==> src/rtl/rbcrc_pkg.sv <==
package rbcrc_pkg;

    localparam int          CRC_W    = 16;
    localparam int          SUM_W    = 11;
    localparam logic [15:0] CRC_POLY = 16'h1021;

    function automatic logic [CRC_W-1:0] crc_step(
        input logic [CRC_W-1:0] cur,
        input logic             din
    );
        logic fb;
        fb = cur[CRC_W-1] ^ din;
        crc_step = {cur[CRC_W-2:0], 1'b0} ^ (fb ? CRC_POLY : '0);
    endfunction

    typedef struct packed {
        logic valid;
        logic data;
        logic is_sum;
    } tx_beat_t;

endpackage

==> src/rtl/rbcrc_core.sv <==
module rbcrc_core
    import rbcrc_pkg::*;
#(
    parameter int W  = CRC_W,
    parameter int SW = SUM_W
) (
    input  logic          clk,
    input  logic          rst,
    input  logic          en,
    input  logic          clr,
    input  logic          din,
    output logic [SW-1:0] sum_nxt
);
    logic [W-1:0] crc_q;
    logic [W-1:0] crc_d;

    always_comb begin
        crc_d   = crc_step(crc_q, din);
        sum_nxt = crc_d[W-1 -: SW];
    end

    always_ff @(posedge clk) begin
        if (rst || clr)
            crc_q <= '0;
        else if (en)
            crc_q <= crc_d;
    end

    AST_CRC_ZERO_AFTER_PASS: assert property (@(posedge clk) disable iff (rst)
        clr |=> crc_q == '0);
    AST_CRC_HOLD_IDLE: assert property (@(posedge clk) disable iff (rst)
        (!en && !clr) |=> $stable(crc_q));

endmodule

==> src/rtl/rbcrc_shifter.sv <==
module rbcrc_shifter
    import rbcrc_pkg::*;
#(
    parameter int SW = SUM_W
) (
    input  logic          clk,
    input  logic          rst,
    input  logic          load,
    input  logic [SW-1:0] load_val,
    output logic          busy,
    output logic          bit_out,
    output logic          done
);
    localparam int CNT_W = $clog2(SW);
    localparam logic [CNT_W-1:0] LAST = CNT_W'(SW - 1);

    logic [SW-1:0]    sh_q;
    logic [CNT_W-1:0] cnt_q;

    assign bit_out = sh_q[SW-1];
    assign done    = busy && (cnt_q == LAST);

    always_ff @(posedge clk) begin
        if (rst) begin
            sh_q  <= '0;
            cnt_q <= '0;
            busy  <= 1'b0;
        end else if (load) begin
            sh_q  <= load_val;
            cnt_q <= '0;
            busy  <= 1'b1;
        end else if (busy) begin
            sh_q  <= {sh_q[SW-2:0], 1'b0};
            cnt_q <= cnt_q + 1'b1;
            if (cnt_q == LAST)
                busy <= 1'b0;
        end
    end

    AST_SUM_LENGTH: assert property (@(posedge clk) disable iff (rst)
        $fell(busy) |-> $past(cnt_q) == LAST);
    AST_NO_LOAD_WHILE_BUSY: assert property (@(posedge clk) disable iff (rst)
        busy |-> !load);

endmodule

==> src/rtl/rbcrc_compare.sv <==
module rbcrc_compare
    import rbcrc_pkg::*;
#(
    parameter int SW = SUM_W
) (
    input  logic          clk,
    input  logic          rst,
    input  logic          load,
    input  logic [SW-1:0] load_val,
    input  logic          done,
    output logic          cmp_valid,
    output logic          cmp_diff
);
    logic [SW-1:0] cur_q;
    logic [SW-1:0] prev_q;

    always_ff @(posedge clk) begin
        if (rst) begin
            cur_q     <= '0;
            prev_q    <= '0;
            cmp_valid <= 1'b0;
            cmp_diff  <= 1'b0;
        end else begin
            cmp_valid <= done;
            if (load)
                cur_q <= load_val;
            if (done) begin
                prev_q   <= cur_q;
                cmp_diff <= (cur_q != prev_q);
            end
        end
    end

    AST_CMP_ONE_CYCLE: assert property (@(posedge clk) disable iff (rst)
        cmp_valid |=> !cmp_valid);

endmodule

==> src/rtl/rb_crc_appender.sv <==
module rb_crc_appender
    import rbcrc_pkg::*;
#(
    parameter int W  = CRC_W,
    parameter int SW = SUM_W
) (
    input  logic clk,
    input  logic rst,
    input  logic rd_valid,
    input  logic rd_bit,
    input  logic rd_end,
    output logic tx_valid,
    output logic tx_bit,
    output logic tx_is_sum,
    output logic chk_valid,
    output logic chk_changed
);
    logic          busy;
    logic          sum_bit;
    logic          sum_done;
    logic          accept;
    logic          pass_end;
    logic [SW-1:0] sum_nxt;
    tx_beat_t      beat_q;

    assign accept   = rd_valid && !busy;
    assign pass_end = accept && rd_end;

    rbcrc_core #(.W(W), .SW(SW)) u_core (
        .clk     (clk),
        .rst     (rst),
        .en      (accept),
        .clr     (pass_end),
        .din     (rd_bit),
        .sum_nxt (sum_nxt)
    );

    rbcrc_shifter #(.SW(SW)) u_shift (
        .clk      (clk),
        .rst      (rst),
        .load     (pass_end),
        .load_val (sum_nxt),
        .busy     (busy),
        .bit_out  (sum_bit),
        .done     (sum_done)
    );

    rbcrc_compare #(.SW(SW)) u_cmp (
        .clk       (clk),
        .rst       (rst),
        .load      (pass_end),
        .load_val  (sum_nxt),
        .done      (sum_done),
        .cmp_valid (chk_valid),
        .cmp_diff  (chk_changed)
    );

    always_ff @(posedge clk) begin
        if (rst)
            beat_q <= '0;
        else if (busy)
            beat_q <= '{valid: 1'b1, data: sum_bit, is_sum: 1'b1};
        else
            beat_q <= '{valid: rd_valid, data: rd_bit, is_sum: 1'b0};
    end

    assign tx_valid  = beat_q.valid;
    assign tx_bit    = beat_q.data;
    assign tx_is_sum = beat_q.is_sum;

    AST_SUM_IS_VALID: assert property (@(posedge clk) disable iff (rst)
        tx_is_sum |-> tx_valid);
    AST_CMP_ON_SUM_BIT: assert property (@(posedge clk) disable iff (rst)
        chk_valid |-> tx_is_sum);
    AST_SUM_FOLLOWS_END: assert property (@(posedge clk) disable iff (rst)
        pass_end |=> ##1 tx_is_sum);

endmodule

==> config.mk <==
export PLATFORM = sky130hd
export DESIGN_NAME = rb_crc_appender
export DESIGN_NICKNAME = d
export VERILOG_FILES = /design/src/rtl/rbcrc_pkg.sv /design/src/rtl/rbcrc_core.sv /design/src/rtl/rbcrc_shifter.sv /design/src/rtl/rbcrc_compare.sv /design/src/rtl/rb_crc_appender.sv
export SDC_FILE = /design/constraint.sdc
export NUM_CORES = 1
export LEC_CHECK = 0
export BUFFER_PORTS_ARGS = -buffer_cell sky130_fd_sc_hd__buf_2
export CAP_MARGIN = 30
export CORE_MARGIN = 1.5
export CORE_UTILIZATION = 26
export CTS_CLUSTER_SIZE = 24
export DETAILED_ROUTE_END_ITERATION = 10
export SYNTH_ARGS = -nofsm -noshare
export SYNTH_HDL_FRONTEND = slang
export SYNTH_SLANG_ARGS = --single-unit
==> constraint.sdc <==
create_clock -name clk -period 1.2 [get_ports clk]
set_input_delay 0.24 -clock clk [delete_from_list [all_inputs] [get_ports clk]]
set_output_delay 0.24 -clock clk [all_outputs]
set_load 0.02 [all_outputs]
==> impl_metrics.yaml, run 1 <==
routing:
  drt_iter0_drc: 90
  viasPerCell: 4.338
  routed_wl_um: 4492
  detail-route-antenna-nets: 0
  drtPass1Iterations: 6
  vias: 1796
  routedWlPerCell_um: 10.85
  drc_errors: 0
logic_synthesis:
  ys_async_sr_fraction_pct: 0
  synth-edff-count: 0
  syn_inst: 270
  synth_warnings: 0
  synth_ff_type: "dfxtp_1"
  synth_largest_area_cell: "dfxtp_1"
  yosysTopAreaCellShare_pct: 51.67
  syn_nets: 277
  synth_most_common_cell: "nand2_1"
  syn_area_per_cell_um2: 8.466
  synthDistinctLibCells: 26
  syn-cell-area_um2: 2286
  synth_area_leaders: "dfxtp_1 (52%), nand2_1 (14%), a21oi_1 (11%)"
  yosysSeqAreaShare_pct: 51.67
  synth_seq_cells: 59
  ys_top_cells_by_count: "nand2_1 (87), dfxtp_1 (59), a21oi_1 (49)"
status:
  outcome: "complete, but fails checks"
  violations: "negative setup slack"
global_route:
  first_global_vias: 1677
  met1_usage_pct: 13.11
  grt_util_met3_pct: 2.384
  grt_max_degree: 40
  grt_pass1_wl_um: 7714
  grt-ovfl-total: 0
  top_usage_layer: "met2"
  antenna_found_initial: 0
  track_usage_pct: 10.14
  met2_usage_pct: 15.49
clock_tree:
  cts_buffers: 9
  clkSinkCount: 59
  worst_skew_pair.late_latency_ps: 330
  cts_max_path_buffers: 2
  cts_tree: "yes"
  cts-root-buf: "clkbuf_8"
  ctsHoldBuffers: 0
  htreeDepth: 3
  clkTransAtPathRegs_ps: 70
timing:
  skew_ps: 8.026
  rsz0062_at_grt: "yes"
  max_freq_mhz: 777.9
  fin_ws_ps: -85.44
  layout_min_cycle_time_ps: 1285
  worstMarginPinSlew_ps: 432.6
  slew_violations: 0
  setup_viol: 12
  final.setup.tns_ps: -891.7
  min_period_over_period_pct: 107.1
  finalHoldViolCount: 0
  slew_headroom_pct: 71.16
place:
  io_buffers: 9
  gp_congestion: 0.7443
  dp_hpwl_um: 3097
  place_area_um2: 2620
  dpl.cell_count: 398
setup_path:
  timing_worst_setup_path_type: "register to register"
  worstPathMaxFanout: 6
  critPathMaxStageDelay_ps: 330
  critPathArrivalTime_ps: 1490
  cp_slowest_cell: "dfxtp_2"
  critical_path_buf_inv_count: 2
  crit_path_start_kind: "register"
  required_ps: 1410
  rr_worst_depth: 7
  crit_family: "simple AND/OR/NAND/NOR gates"
  path_cells: "inv_2, ha_4, nand3b_1, or2_4, buf_6, nand2_2, a21oi_2"
  cp_num_cells: 7
  critPathCaptureType: "register"
power:
  powerDensity_nw_per_um2: 1433
  p_leak_uw: 0.001047
  ir_drop_uv: 641.9
floorplan:
  start_util_pct: 26.47
  core_area_um2: 8636
  die_w_um: 96.77
  dieArea_um2: 9363
  die_h_um: 96.77
  placementRows: 34
  pin_count: 10
final_layout:
  stdcell_count: 414
  nets: 308
  finish.instance_area_um2: 2928
  area.growth.synth_to_final_pct: 28.08
  diodes: 0
  drive_gt1_share_pct: 28.43
min_path:
  hold_path.class: "primary input to register"
  hold_depth: 4
flow_run:
  cap_violations: 0
==> worst register-to-register path, stage by stage, from the launching register on <==
cell,delay (ps)
dfxtp_2,330
inv_2,60
ha_4,110
nand3b_1,130
or2_4,290
buf_6,150
nand2_2,70
a21oi_2,50
==> final timing paths <==
check | start | slack [ps] | end
max | u_shift.cnt_q[0] | -90 | u_cmp.prev_q[8]
min | rd_valid | 230 | tx_valid
max reg2reg | u_shift.cnt_q[0] | -90 | u_cmp.prev_q[8]
min reg2reg | u_core.crc_q[1] | 460 | u_core.crc_q[2]
==> power by group <==
part	internal (uW)	total [uW]	switching, uW
combinational	129	296	167
sequential	1990	2010	21.4
clock	1120	1890	765
total	3240	4200	953
==> metrics by stage <==
stage	utilization (%)	worst slack, ps	power, uW	hold slack (ps)
6_report	33.90	-85.44	4196	232.4
5_1_grt	33.90	-175.3	4368	285.8
4_1_cts	33.41	-85.12	4232	219.5
3_5_place_dp	30.34	-141.3	2337	452.1
3_3_place_gp	30.34	-134.7	2334	440.6
2_1_floorplan	-	-35.19	2233	355.8
==> routing by layer <==
metal	vias to the layer above	part of all wire, %
met5	-	0
met4	0	1.5
met3	6	2.4
met2	17	47
met1	831	49
li1	942	-
==> sequential cells by signal, indices dropped and copies added (netlist names), 4 cells and up <==
signal	flops
u_shift.cnt_q	4
u_cmp.prev_q	11
u_core.crc_q	16
u_cmp.cur_q	11
u_shift.sh_q	11
==> cell usage in the layout (no fill, tap or decap), types with 2 or more instances in the layout <==
cell / instances
dfxtp_1: 56
xnor2_1: 13
nor2_1: 11
nand2_1: 81
xnor2_2: 2
inv_2: 2
nor3_1: 2
buf_12: 2
clkbuf_8: 12
clkinv_2: 2
buf_4: 21
nand4_1: 3
xor2_1: 2
dfxtp_2: 2
buf_2: 9
a21oi_1: 44
nand3_1: 2
mux2_2: 10
a21oi_2: 5
buf_6: 3
nand2_2: 6
==> area by class of cell <==
class | count | area [um2]
Timing Repair Buffer | 36 | 291.5
Sequential cell | 59 | 1187
Clock buffer | 12 | 165.2
Clock inverter | 4 | 47.55
Multi-Input combinational cell | 193 | 1094
Fill cell | 889 | 5708
Inverter | 2 | 7.507
Tap cell | 108 | 135.1
==> logic make-up (layout without fill, tap and decap cells) <==
logic type               after synthesis  in the layout  synth area share [%]
flip-flops                            59             59                 51.67
multiplexers                          11             11                 5.364
AND/OR/NAND/NOR                      112            112                 19.76
adder cells (fa/ha/maj)                2              2                 1.095
buffers and inverters                 18             54                 4.214
AO/OA/AOI/OAI                         51             51                 11.38
XOR/XNOR                              17             17                 6.514
==> timing repair <==
action	in CTS	in global routing
gates resized for setup	17	10
buffers inserted	0	0
pin swaps	7	1
setup endpoints to repair	34	46
cloned	0	0
Power figures use the tool's default switching activity.
==> run 2, diff against run 1 <==
CELL_PAD_IN_SITES_DETAIL_PLACEMENT = 0   (was unset)
CELL_PAD_IN_SITES_GLOBAL_PLACEMENT = 1   (was unset)
PLACE_DENSITY_LB_ADDON = 0.1   (was unset)
SLEW_MARGIN = 10   (was unset)
==> impl_metrics.yaml, run 2 (synthesis gave the netlist of run 1 again) <==
timing:
  max_freq_mhz: 806.0
  fin_hold_ws_ps: 230.6
  slew_headroom_pct: 73.64
  skew_ps: 10.74
  finalHoldViolCount: 0
  slew_violations: 0
  setup_viol: 10
  worstMarginPinSlew_ps: 395.4
  rsz0062_at_grt: "yes"
  fin_ws_ps: -40.72
  layout_min_cycle_time_ps: 1241
  min_period_over_period_pct: 103.4
global_route:
  antenna_found_initial: 0
  grt_max_degree: 34
  track_usage_pct: 11.80
  first_global_vias: 1722
  grt-ovfl-total: 0
  grt_pass1_wl_um: 8556
status:
  outcome: "complete, but fails checks"
  violations: "negative setup slack"
final_layout:
  nets: 312
  utilization_pct: 35.19
  largest_reg_flops: 16
  top_register: "u_core.crc_q"
  drive_gt1_share_pct: 27.74
  final_common_cell: "nand2_1"
  diodes: 0
  area.growth.synth_to_final_pct: 32.95
  multi_input_area_um2: 1119
  final_cell_mix: "nand2_1 (83), dfxtp_1 (56), a21oi_1 (47), buf_4 (20), xnor2_1 (13)"
  fillers: 917
  stdcell_count: 418
  seq_area_um2: 1187
floorplan:
  core_area_um2: 8636
  die_h_um: 96.77
  placementRows: 34
  dieArea_um2: 9363
  start_util_pct: 26.47
  die_w_um: 96.77
  pin_count: 10
clock_tree:
  cts_tree: "yes"
  cts_buffers: 9
  worst_skew_pair.late_latency_ps: 340
  ctsHoldBuffers: 0
  cts_max_path_buffers: 2
  cts-root-buf: "clkbuf_8"
  htreeDepth: 3
  clkSinkCount: 59
  clkTransAtPathRegs_ps: 70
power:
  total_power_uw: 4318
  ir_drop_uv: 735.2
  powerDensity_nw_per_um2: 1421
  p_leak_uw: 0.001088
routing:
  routedWlPerCell_um: 12.80
  routed_wl_um: 5350
  drc_errors: 0
  drt_iter0_drc: 63
  detail-route-antenna-nets: 0
  viasPerCell: 4.285
  vias: 1791
  drtPass1Iterations: 4
setup_path:
  r2r_end: "u_cmp.cmp_diff"
  worstPathMaxFanout: 3
  reg2reg_slack_ps: -40
  critPathArrivalTime_ps: 1450
  cp_slowest_cell: "dfxtp_2"
  critPathMaxStageDelay_ps: 320
  path_cells: "inv_2, ha_4, nand3b_1, or2_4, nor4_1, nor3_1"
  cp-startpoint: "u_shift.cnt_q[0]"
  crit_path_start_kind: "register"
  rr_worst_depth: 6
  rr_startpoint: "u_shift.cnt_q[0]"
  critical_path_buf_inv_count: 1
  required_ps: 1410
  critPathCaptureType: "register"
  timing_worst_setup_path_type: "register to register"
  crit_family: "simple AND/OR/NAND/NOR gates"
place:
  dpl.cell_count: 400
  gp_congestion: 0.6568
  dp_hpwl_um: 3527
  io_buffers: 9
  pre_cts_slack_ps: -103.2
min_path:
  min_to: "tx_valid"
  hold_depth: 4
  holdCritStartpoint: "rd_valid"
  hold_path.class: "primary input to register"
flow_run:
  cap_violations: 0
==> run 2: cell types whose count changed in the layout (fill, tap and decap cells not counted), moves of 2 or more <==
cell,previous run,this run
clkbuf_1,0,3
buf_12,2,5
nand2_1,81,83
nand2_2,6,4
a21oi_2,5,2
clkbuf_8,12,9
a21oi_1,44,47
clkinv_2,2,0
==> run 2: final cells by class <==
type                       instances  share of cell area [%]
multi-input combinational        193                   36.81
sequential                        59                   39.07
inverter                           2                  0.2470
tap                              108                   4.446
clock buffer                      12                   4.446
clock inverter                     4                   2.470
timing repair buffer              40                   12.52
==> run 2: layer usage <==
layer,global-route usage [%],share of wire (%)
met4,4.013,1.3
met1,16.37,53
met3,4.986,3.1
met2,16.35,43
met5,0,0
==> run 2: report_power, final <==
part | switching [uW] | internal, uW | total, uW
registers | 25.3 | 1990 | 2020
logic | 188 | 163 | 352
clock network | 776 | 1170 | 1950
==> run 2: through the flow <==
step                      setup TNS, ps  instance area, um2
after floorplan                  -348.8                2311
after global placement            -1463                2673
after detailed placement          -1611                2673
after CTS                        -326.4                2934
after global routing              -1085                3039
final                            -221.5                3039
==> run 2: worst min-delay path, delay by kind of cell <==
kind | cells | cell delay [ps]
buffers and inverters | 2 | 190
AND/OR/NAND/NOR | 2 | 90
==> run 2: how the worst max path moves through the flow <==
stage | endpoint | slack, ps | depth (start not counted)
3_3_place_gp | u_cmp.prev_q[4] | -100 | 8
5_1_grt | u_cmp.prev_q[4] | -110 | 8
2_1_floorplan | u_cmp.prev_q[5] | -40 | 7
6_report | u_cmp.cmp_diff | -40 | 6
3_5_place_dp | u_cmp.cmp_diff | -100 | 8
4_1_cts | u_cmp.cmp_diff | -50 | 8
==> run 2: repair_timing <==
item                                    in CTS  in global routing
gates resized for setup                     11                 18
pin swaps                                    1                  6
gates cloned                                 0                  1
setup buffers                                1                  0
endpoints found under the setup margin      45                 27
==> run 3, diff against run 2 <==
clock period = 1.61 ns   (was 1.2 ns; I/O delays follow)
==> impl_metrics.yaml, run 3 (synthesis gave the netlist of run 1 again) <==
routing:
  drtPass1Iterations: 4
  drc_errors: 0
  drt_iter0_drc: 63
  vias: 1734
  viasPerCell: 4.324
  routed_wl_um: 5113
  detail-route-antenna-nets: 0
  routedWlPerCell_um: 12.75
timing:
  min_period_over_period_pct: 91.76
  max_freq_mhz: 676.9
  rsz0062_at_grt: "no"
  skew_ps: 12.21
  layout_min_cycle_time_ps: 1477
  finalHoldViolCount: 0
  setup_viol: 0
  slew_headroom_pct: 63.24
  slew_violations: 0
  worstMarginPinSlew_ps: 550.8
  fin_hold_ws_ps: 233.7
final_layout:
  drive_gt1_share_pct: 18.09
  fillers: 944
  area.growth.synth_to_final_pct: 17.52
  nets: 295
  stdcell_count: 401
  final_cell_mix: "nand2_1 (87), dfxtp_1 (58), a21oi_1 (49), xnor2_1 (15), buf_4 (14)"
  final_common_cell: "nand2_1"
  top_register: "u_core.crc_q"
  diodes: 0
  largest_reg_flops: 16
flow_run:
  cap_violations: 0
setup_path:
  critPathCaptureType: "register"
  required_ps: 1810
  timing_worst_setup_path_type: "register to register"
  crit_path_start_kind: "register"
  critPathArrivalTime_ps: 1680
  worstPathMaxFanout: 11
place:
  gp_congestion: 0.7032
  dpl.cell_count: 385
  io_buffers: 9
  dp_hpwl_um: 3335
global_route:
  antenna_found_initial: 0
  first_global_vias: 1696
  grt-ovfl-total: 0
  grt_max_degree: 40
  grt_pass1_wl_um: 8507
  track_usage_pct: 11.76
floorplan:
  dieArea_um2: 9363
  die_h_um: 96.77
  pin_count: 10
  placementRows: 34
  core_area_um2: 8636
  die_w_um: 96.77
  start_util_pct: 26.47
clock_tree:
  clkSinkCount: 59
  worst_skew_pair.late_latency_ps: 330
  cts-root-buf: "clkbuf_8"
  clkTransAtPathRegs_ps: 70
  cts_max_path_buffers: 2
  htreeDepth: 3
  cts_buffers: 9
  cts_tree: "yes"
power:
  powerDensity_nw_per_um2: 1121
  p_leak_uw: 0.0009352
  ir_drop_uv: 393.2
min_path:
  hold_path.class: "primary input to register"
status:
  outcome: "completed"
## run 3: timing repair
item	4_1_cts	5_1_grt
endpoints found under the setup margin	12	3
gates resized for setup	1	2
pin swaps	0	1
setup buffers	0	0
hold buffers	0	0
## run 3: per-stage QoR
stage          TNS (ps)  total power (uW)  setup WS, ps  util, %  cell area, um2
4_1_cts               0              3080         54.40    31.02            2679
6_report              0              3011         132.6    31.11            2686
3_3_place_gp     -81.62              1722        -23.92    28.75            2482
5_1_grt               0              3161         10.39    31.11            2686
2_1_floorplan         0              1659         312.7        -            2286
3_5_place_dp     -374.1              1721        -44.14    28.75            2482
## run 3: where the power goes
group | total (uW) | switching, uW | internal [uW]
Sequential | 1500 | 16.3 | 1480
Combinational | 184 | 118 | 65.7
Clock | 1330 | 577 | 749
Total | 3010 | 712 | 2300
## run 3: worst max-delay path, cell delays in order, from the launching register on
cell and delay (ps):
dfxtp_1 310, inv_1 60, ha_1 140, nand3b_1 110, buf_4 160, or2_1 240, buf_4 190, nand2_1 80
a21oi_1 60
## run 3: worst paths after layout
| check | start | to | slack (ps) | depth (start not counted) |
|---|---|---|---|---|
| min | rd_valid | tx_valid | 230 | 3 |
| max reg2reg | u_shift.cnt_q[0] | u_cmp.prev_q[3] | 130 | 8 |
| min reg2reg | u_core.crc_q[7] | u_core.crc_q[8] | 450 | 2 |
| max | u_shift.cnt_q[0] | u_cmp.prev_q[3] | 130 | 8 |
## run 3: layout make-up
class,count,area [um2],area share (%)
multi-input combinational,193,1017,37.87
clock buffer,11,141.4,5.263
tap,108,135.1,5.030
clock inverter,5,52.55,1.956
inverter,2,7.507,0.2795
timing repair buffer,23,150.1,5.589
sequential,59,1182,44.01
## run 3: per-layer routing
| metal | track usage, % | share of wire (%) | vias up |
|---|---|---|---|
| met5 | 0 | 0 | - |
| met4 | 4.682 | 1.7 | 0 |
| met3 | 4.552 | 2.8 | 8 |
| met2 | 16.94 | 44 | 13 |
| met1 | 15.74 | 52 | 797 |
| li1 | - | - | 916 |
